===== src/rtl/tsel_pkg.sv =====
package tsel_pkg;
  localparam int THREADS = 4;
  localparam int TID_W   = $clog2(THREADS);

  // Strobes from the control to the datapath: one pop for the chosen thread.
  typedef struct packed {
    logic             issue;
    logic [TID_W-1:0] tid;
  } selStrobe_t;
endpackage


===== src/rtl/tsel_ctrl.sv =====
module tsel_ctrl
  import tsel_pkg::*;
(
  input  logic               clk,
  input  logic               rst,
  input  logic [THREADS-1:0] bufNotEmpty,
  input  logic [THREADS-1:0] flush,
  input  logic [THREADS-1:0] missStall,
  input  logic [THREADS-1:0] trapStall,
  input  logic [THREADS-1:0] conflictStall,
  input  logic [THREADS-1:0] longOpStall,
  output selStrobe_t         strobe
);
  localparam int NT = THREADS;
  localparam int TW = TID_W;

  logic [NT-1:0] elig;
  logic [TW-1:0] rrPtr;
  logic [TW-1:0] pick;
  logic          found;

  assign elig = bufNotEmpty & ~(missStall | trapStall | conflictStall | longOpStall) & ~flush;

  always_comb begin
    found = 1'b0;
    pick  = '0;
    for (int k = 0; k < NT; k++) begin
      logic [TW-1:0] cand;
      cand = TW'((int'(rrPtr) + k) % NT);
      if (!found && elig[cand]) begin
        found = 1'b1;
        pick  = cand;
      end
    end
  end

  assign strobe.issue = found;
  assign strobe.tid   = pick;

  always_ff @(posedge clk) begin
    if (rst)        rrPtr <= '0;
    else if (found) rrPtr <= TW'((int'(pick) + 1) % NT);
  end

  // the chosen thread has data and no stall source
  a_r3_pick_unstalled: assert property (@(posedge clk) disable iff (rst)
    strobe.issue |-> (bufNotEmpty[strobe.tid] && !missStall[strobe.tid] && !trapStall[strobe.tid]
                      && !conflictStall[strobe.tid] && !longOpStall[strobe.tid] && !flush[strobe.tid]));
  // nothing ready means no pop
  a_r4_idle_no_issue: assert property (@(posedge clk) disable iff (rst)
    (bufNotEmpty == '0) |-> !strobe.issue);
  // pointer moves past the issuer
  a_r5_ptr_advance: assert property (@(posedge clk) disable iff (rst)
    strobe.issue |=> rrPtr == TW'((int'($past(strobe.tid)) + 1) % NT));
  // pointer holds when idle
  a_r5_ptr_hold: assert property (@(posedge clk) disable iff (rst)
    !strobe.issue |=> $stable(rrPtr));
endmodule


===== src/rtl/tsel_datapath.sv =====
module tsel_datapath
  import tsel_pkg::*;
#(
  parameter int DEPTH = 4,
  parameter int IW    = 32
) (
  input  logic                       clk,
  input  logic                       rst,
  input  logic [THREADS-1:0]         fetchValid,
  input  logic [THREADS-1:0][IW-1:0] fetchData,
  input  logic [THREADS-1:0]         flush,
  input  selStrobe_t                 strobe,
  output logic [THREADS-1:0]         fetchReady,
  output logic [THREADS-1:0]         bufNotEmpty,
  output logic                       issueValid,
  output logic [TID_W-1:0]           issueTid,
  output logic [IW-1:0]              issueInstr
);
  localparam int NT = THREADS;
  localparam int PW = (DEPTH > 1) ? $clog2(DEPTH) : 1;
  localparam int CW = $clog2(DEPTH + 1);

  logic [IW-1:0] headWord [NT];

  for (genvar t = 0; t < NT; t++) begin : g_buf
    logic [IW-1:0] mem [DEPTH];
    logic [PW-1:0] wrPtr, rdPtr;
    logic [CW-1:0] count;
    logic          push, pop;

    assign fetchReady[t]  = (count != CW'(DEPTH));
    assign bufNotEmpty[t] = (count != '0);
    assign push = fetchValid[t] && fetchReady[t];
    assign pop  = strobe.issue && (strobe.tid == TID_W'(t));
    assign headWord[t] = mem[rdPtr];

    always_ff @(posedge clk) begin
      if (push && !rst && !flush[t]) mem[wrPtr] <= fetchData[t];
    end

    always_ff @(posedge clk) begin
      if (rst || flush[t]) begin
        wrPtr <= '0;
        rdPtr <= '0;
        count <= '0;
      end else begin
        if (push) wrPtr <= (wrPtr == PW'(DEPTH - 1)) ? '0 : wrPtr + 1'b1;
        if (pop)  rdPtr <= (rdPtr == PW'(DEPTH - 1)) ? '0 : rdPtr + 1'b1;
        count <= count + CW'(push) - CW'(pop);
      end
    end

    // occupancy never exceeds the depth
    a_r6_bounded: assert property (@(posedge clk) disable iff (rst)
      count <= CW'(DEPTH));
    // a full FIFO without pop or flush stays full
    a_r6_refuse_full: assert property (@(posedge clk) disable iff (rst)
      (count == CW'(DEPTH) && !pop && !flush[t]) |=> count == CW'(DEPTH));
    // flush empties the FIFO at the next edge
    a_r8_flush_empties: assert property (@(posedge clk) disable iff (rst)
      flush[t] |=> count == '0);
    // never pop an empty FIFO
    a_r3_pop_nonempty: assert property (@(posedge clk) disable iff (rst)
      pop |-> count != '0);
  end

  always_ff @(posedge clk) begin
    if (rst) begin
      issueValid <= 1'b0;
      issueTid   <= '0;
      issueInstr <= '0;
    end else begin
      issueValid <= strobe.issue;
      issueTid   <= strobe.tid;
      issueInstr <= headWord[strobe.tid];
    end
  end

  // registered outputs follow the pick one edge later
  a_r9_output_follows: assert property (@(posedge clk) disable iff (rst)
    strobe.issue |=> (issueValid && issueTid == $past(strobe.tid)));
  a_r9_idle_follows: assert property (@(posedge clk) disable iff (rst)
    !strobe.issue |=> !issueValid);
endmodule


===== src/rtl/tsel_top.sv =====
module tsel_top
  import tsel_pkg::*;
#(
  parameter int DEPTH = 4,
  parameter int IW    = 32
) (
  input  logic                       clk,
  input  logic                       rst,
  input  logic [THREADS-1:0]         fetchValid,
  input  logic [THREADS-1:0][IW-1:0] fetchData,
  output logic [THREADS-1:0]         fetchReady,
  input  logic [THREADS-1:0]         flush,
  input  logic [THREADS-1:0]         missStall,
  input  logic [THREADS-1:0]         trapStall,
  input  logic [THREADS-1:0]         conflictStall,
  input  logic [THREADS-1:0]         longOpStall,
  output logic                       issueValid,
  output logic [TID_W-1:0]           issueTid,
  output logic [IW-1:0]              issueInstr
);
  selStrobe_t         strobe;
  logic [THREADS-1:0] bufNotEmpty;

  tsel_ctrl u_ctrl (
    .clk           (clk),
    .rst           (rst),
    .bufNotEmpty   (bufNotEmpty),
    .flush         (flush),
    .missStall     (missStall),
    .trapStall     (trapStall),
    .conflictStall (conflictStall),
    .longOpStall   (longOpStall),
    .strobe        (strobe)
  );

  tsel_datapath #(.DEPTH(DEPTH), .IW(IW)) u_dp (
    .clk         (clk),
    .rst         (rst),
    .fetchValid  (fetchValid),
    .fetchData   (fetchData),
    .flush       (flush),
    .strobe      (strobe),
    .fetchReady  (fetchReady),
    .bufNotEmpty (bufNotEmpty),
    .issueValid  (issueValid),
    .issueTid    (issueTid),
    .issueInstr  (issueInstr)
  );
endmodule


===== config.mk =====
export PLATFORM = sky130hd
export DESIGN_NAME = tsel_top
export DESIGN_NICKNAME = d
export VERILOG_FILES = /design/src/rtl/tsel_pkg.sv /design/src/rtl/tsel_ctrl.sv /design/src/rtl/tsel_datapath.sv /design/src/rtl/tsel_top.sv
export SDC_FILE = /design/constraint.sdc
export NUM_CORES = 1
export LEC_CHECK = 0
export BUFFER_PORTS_ARGS = -buffer_cell sky130_fd_sc_hd__buf_2
export CORE_MARGIN = 2
export CORE_UTILIZATION = 50
export CTS_BUF_LIST = sky130_fd_sc_hd__clkbuf_8
export DETAILED_ROUTE_END_ITERATION = 10
export PLACE_DENSITY = 0.81
export SYNTH_ARGS = -nofsm -noshare
export SYNTH_HDL_FRONTEND = slang
export SYNTH_SLANG_ARGS = --single-unit

===== constraint.sdc =====
create_clock -name clk -period 8.7 [get_ports clk]
set_clock_uncertainty 0.2 [all_clocks]
set_input_delay 1.305 -clock clk [delete_from_list [all_inputs] [get_ports clk]]
set_output_delay 1.305 -clock clk [all_outputs]
set_load 0.01 [all_outputs]

==> summary.md <==
| Metric | Value |
|---|---|
| FP Rows | 77 |
| CTS max path bufs | 3 |
| R2R Path End | u_dp.g_buf[2].count[2] |
| Hold Buf Count CTS | 0 |
| Final WL | 50100 um |
| Synth Cell Area | 0.02250 mm2 |
| Slew of the pin with the lowest slew margin | 1.059 ns |
| Cells resized by post-CTS repair | 0 |
| Die width | 216.1 um |
| R2R depth | 16 |
| CTS tree | built |
| Hold Fails Final Rpt | 0 |
| WP data required | 9.02 ns |
| Max Fclk | 179.3 MHz |
| # DRC | 0 |
| Largest stage delay on the critical path | 0.83 ns |
| Critical path, cell by cell | buf_2 -> or4_1 -> nor3_1 -> o221a_1 -> o22a_2 -> inv_2 -> ha_1 -> nand2_1 -> inv_1 -> ha_1 -> inv_1 -> ha_1 -> inv_1 -> fa_1 -> xor2_1 -> xnor2_1 -> nor2_1 |
| Register-to-register setup slack | 3.68 ns |
| Setup Fix Bufs, Post-CTS | 0 |
| Pins Over Slew Limit | 0 |
| Setup_tns | 0 ns |
| Most frequent cells in the layout | edfxtp_1, buf_2, mux4_2 |
| CP max stage cell | o22a_2 |
| Status | complete, no violations |
| Avg Cell Area, Syn | 19.68 um2 |
| Die area | 0.04671 mm2 |
| Largest cells by area after synthesis | edfxtp_1, mux4_2, dfxtp_1, ha_1, a21oi_1 |
| Initial antenna violation count | 27 |
| Vias | 11700 |
| Switching share of power | 0.2127 |
| Initial core utilization | 0.5077 |
| H-tree levels | 3 |
| # nets final | 1577 |
| Yosys reg bits | 585 |
| Fill cells | 3261 |
| Register area share after synthesis | 0.7483 |
| Global-route wire length before repair | 74030 um |
| WP buf/inv | 5 |
| Combinational power share | 0.034 |
| Max Fanout on Critical Path | 37 |
| Placed wire-length estimate | 33150 um |
| RSZ-0062 raised after global routing | false |
| Worst hold start | u_dp.g_buf[3].rdPtr[1] |
| Commonest non-fill, non-tap cell in the layout | edfxtp_1 |
| Total nets after synthesis | 1333 |
| Max_slew headroom | 0.2940 |
| Clock root buffer | clkbuf_8 |
| Clock transition at path regs | 0.07 ns |
| CP endpoint kind | flip-flop |
| Later-pin clock latency in the skew report | 0.66 ns |
| Final ANT Viol Nets | 0 |
| Largest net degree at the start of global routing | 67 |
| GP Congestion | 0.8251 |
| Final setup vio count | 0 |
| Critical Path Source Type | primary input |
| Yosys top cell by area | edfxtp_1 |
| GRT Overall Usage | 0.2160 |
| Final Cycle Share | 0.6410 |
| Sequential share of power | 0.579 |
| Pwr/cell area | 207.8 mW/mm2 |
| Synth warn | 0 |
| Remaining global-route overflow | 0 |
| Post-synth top area share | 0.6834 |
| Post-synth cell types | 37 |
| Vias in the first global route | 12070 |
| Wire per inst | 24.26 um |
| Pre-antenna DRT Iters | 5 |
| HP Class | reg2reg |
| Port bufs | 192 |
| Synthesized netlist cell count | 1143 |
| # clock sinks | 585 |
| Critical path data arrival time | 5.90 ns |
| Setup WS post-layout | 3.124 ns |
| Place WS | 2.483 ns |
| Core area | 0.04432 mm2 |
| Internal power | 4.221 mW |
| Maxcap violations | 0 |
| Pleak | 8.854 nW |
| WS Path Type | in2reg |
| Share of layout cells above drive strength 1 | 0.3390 |
| Area delta synth->final | 14.71% |
| Initial DRC count | 1138 |
| Drt via density | 5.667 |
| Sw Pwr | 1.141 mW |
| Die height | 216.1 um |
| Cts bufs inserted | 89 |
| Period minus WS final | 5.576 ns |
| Worst hold endpoint | u_dp.g_buf[3].rdPtr[1] |
| Ports | 193 |
| R2R Path Start | u_dp.g_buf[0].count[2] |
| CP delay by family, top | adder cells |
| Power share of the clock group | 0.388 |
| Worst VDD drop | 0.1051 mV |
| Worst hold stages | 2 |
==> worst max-delay path by stage <==
stage / startpoint / to / slack (ns) / cells after the start
after CTS: trapStall[1] / u_dp.g_buf[2].count[2] / 3.17 / 17
after global routing: trapStall[1] / u_dp.g_buf[2].count[2] / 2.83 / 17
after floorplan: longOpStall[0] / u_dp.g_buf[2].count[2] / 3.82 / 18
after detailed placement: trapStall[1] / u_dp.g_buf[2].count[2] / 2.48 / 17
final: trapStall[1] / u_dp.g_buf[2].count[2] / 3.12 / 17
after global placement: trapStall[1] / u_dp.g_buf[2].count[2] / 2.65 / 17
==> through the flow <==
step           instance area [um2]  power, mW  std cells  hold WS (ns)  utilization
6_report                     25810      5.362       2065        0.2847       0.5824
2_1_floorplan                22500      3.237       1143        0.2505            -
3_3_place_gp                 24120      3.331       1888        0.2619       0.5443
4_1_cts                      25780      5.408       2052        0.2910       0.5816
3_5_place_dp                 24120      3.342       1888        0.2808       0.5443
5_1_grt                      25780      5.548       2055        0.3060       0.5818
==> state kept, by name (all words and copies together) (netlist names), named ones only <==
register          count
u_ctrl.rrPtr          2
u_dp.issueTid         2
u_dp.g_buf.mem      512
u_dp.g_buf.count     12
u_dp.issueInstr      32
u_dp.g_buf.wrPtr      8
u_dp.issueValid       1
u_dp.g_buf.rdPtr      8
==> area by class of cell <==
| class | instances | area, um2 | area share |
|---|---|---|---|
| sequential | 585 | 16840 | 0.6526 |
| multi-input combinational | 463 | 5269 | 0.2041 |
| clock buffer | 97 | 1335 | 0.05173 |
| timing repair buffer | 218 | 1156 | 0.04480 |
| tap | 592 | 740.7 | 0.02870 |
| clock inverter | 67 | 320.3 | 0.01241 |
| inverter | 30 | 112.6 | 0.004363 |
| antenna | 13 | 32.53 | 0.001260 |
==> cell usage after synthesis (all sizes together) <==
| cell | instances |
|---|---|
| a21oi | 70 |
| a221oi | 32 |
| a31oi | 2 |
| and2 | 42 |
| and3 | 17 |
| buf | 25 |
| clkbuf | 40 |
| dfxtp | 73 |
| edfxtp | 512 |
| fa | 4 |
| ha | 32 |
| inv | 30 |
| mux2i | 9 |
| mux4 | 128 |
| nand2 | 18 |
| nand3 | 37 |
| nand4b | 1 |
| nor2 | 28 |
| nor3 | 6 |
| nor4 | 3 |
| o211a | 2 |
| o21ai | 2 |
| o221a | 2 |
| o22a | 1 |
| or2 | 5 |
| or3 | 8 |
| or4 | 6 |
| xnor2 | 5 |
| xor2 | 3 |
==> tightest hold or removal path, cell delays in order (launching register included) <==
cell and delay, ns:
dfxtp_1 0.31, nand2_1 0.05, a21oi_1 0.07
==> routing by layer <==
metal | track usage | vias to the layer above | share of wire
met2 | 0.3417 | 495 | 0.49
met1 | 0.2883 | 5958 | 0.39
met4 | 0.07169 | 26 | 0.024
met3 | 0.06667 | 98 | 0.096
met5 | 0 | - | 0.0033
li1 | - | 5125 | -
==> power groups by stage <==
stage          Sequential, mW  Combinational (mW)  Clock (mW)
2_1_floorplan            3.16              0.0752           0
3_3_place_gp             3.16               0.172           0
3_5_place_dp             3.16               0.181           0
4_1_cts                  3.10               0.181        2.12
5_1_grt                  3.10               0.198        2.25
6_report                 3.10               0.180        2.08
==> logic make-up (layout without fill, tap and decap cells) <==
family	Yosys count	count (layout)	share of synthesized area
buf+inv	95	412	0.01841
flops	585	585	0.7483
simple gates	171	171	0.04065
compound gates	111	111	0.03604
xor+xnor	8	8	0.003114
fa+ha+maj	36	36	0.02135
mux	137	137	0.1321
other cells	0	13	0
(Power assumes the default switching activity.)
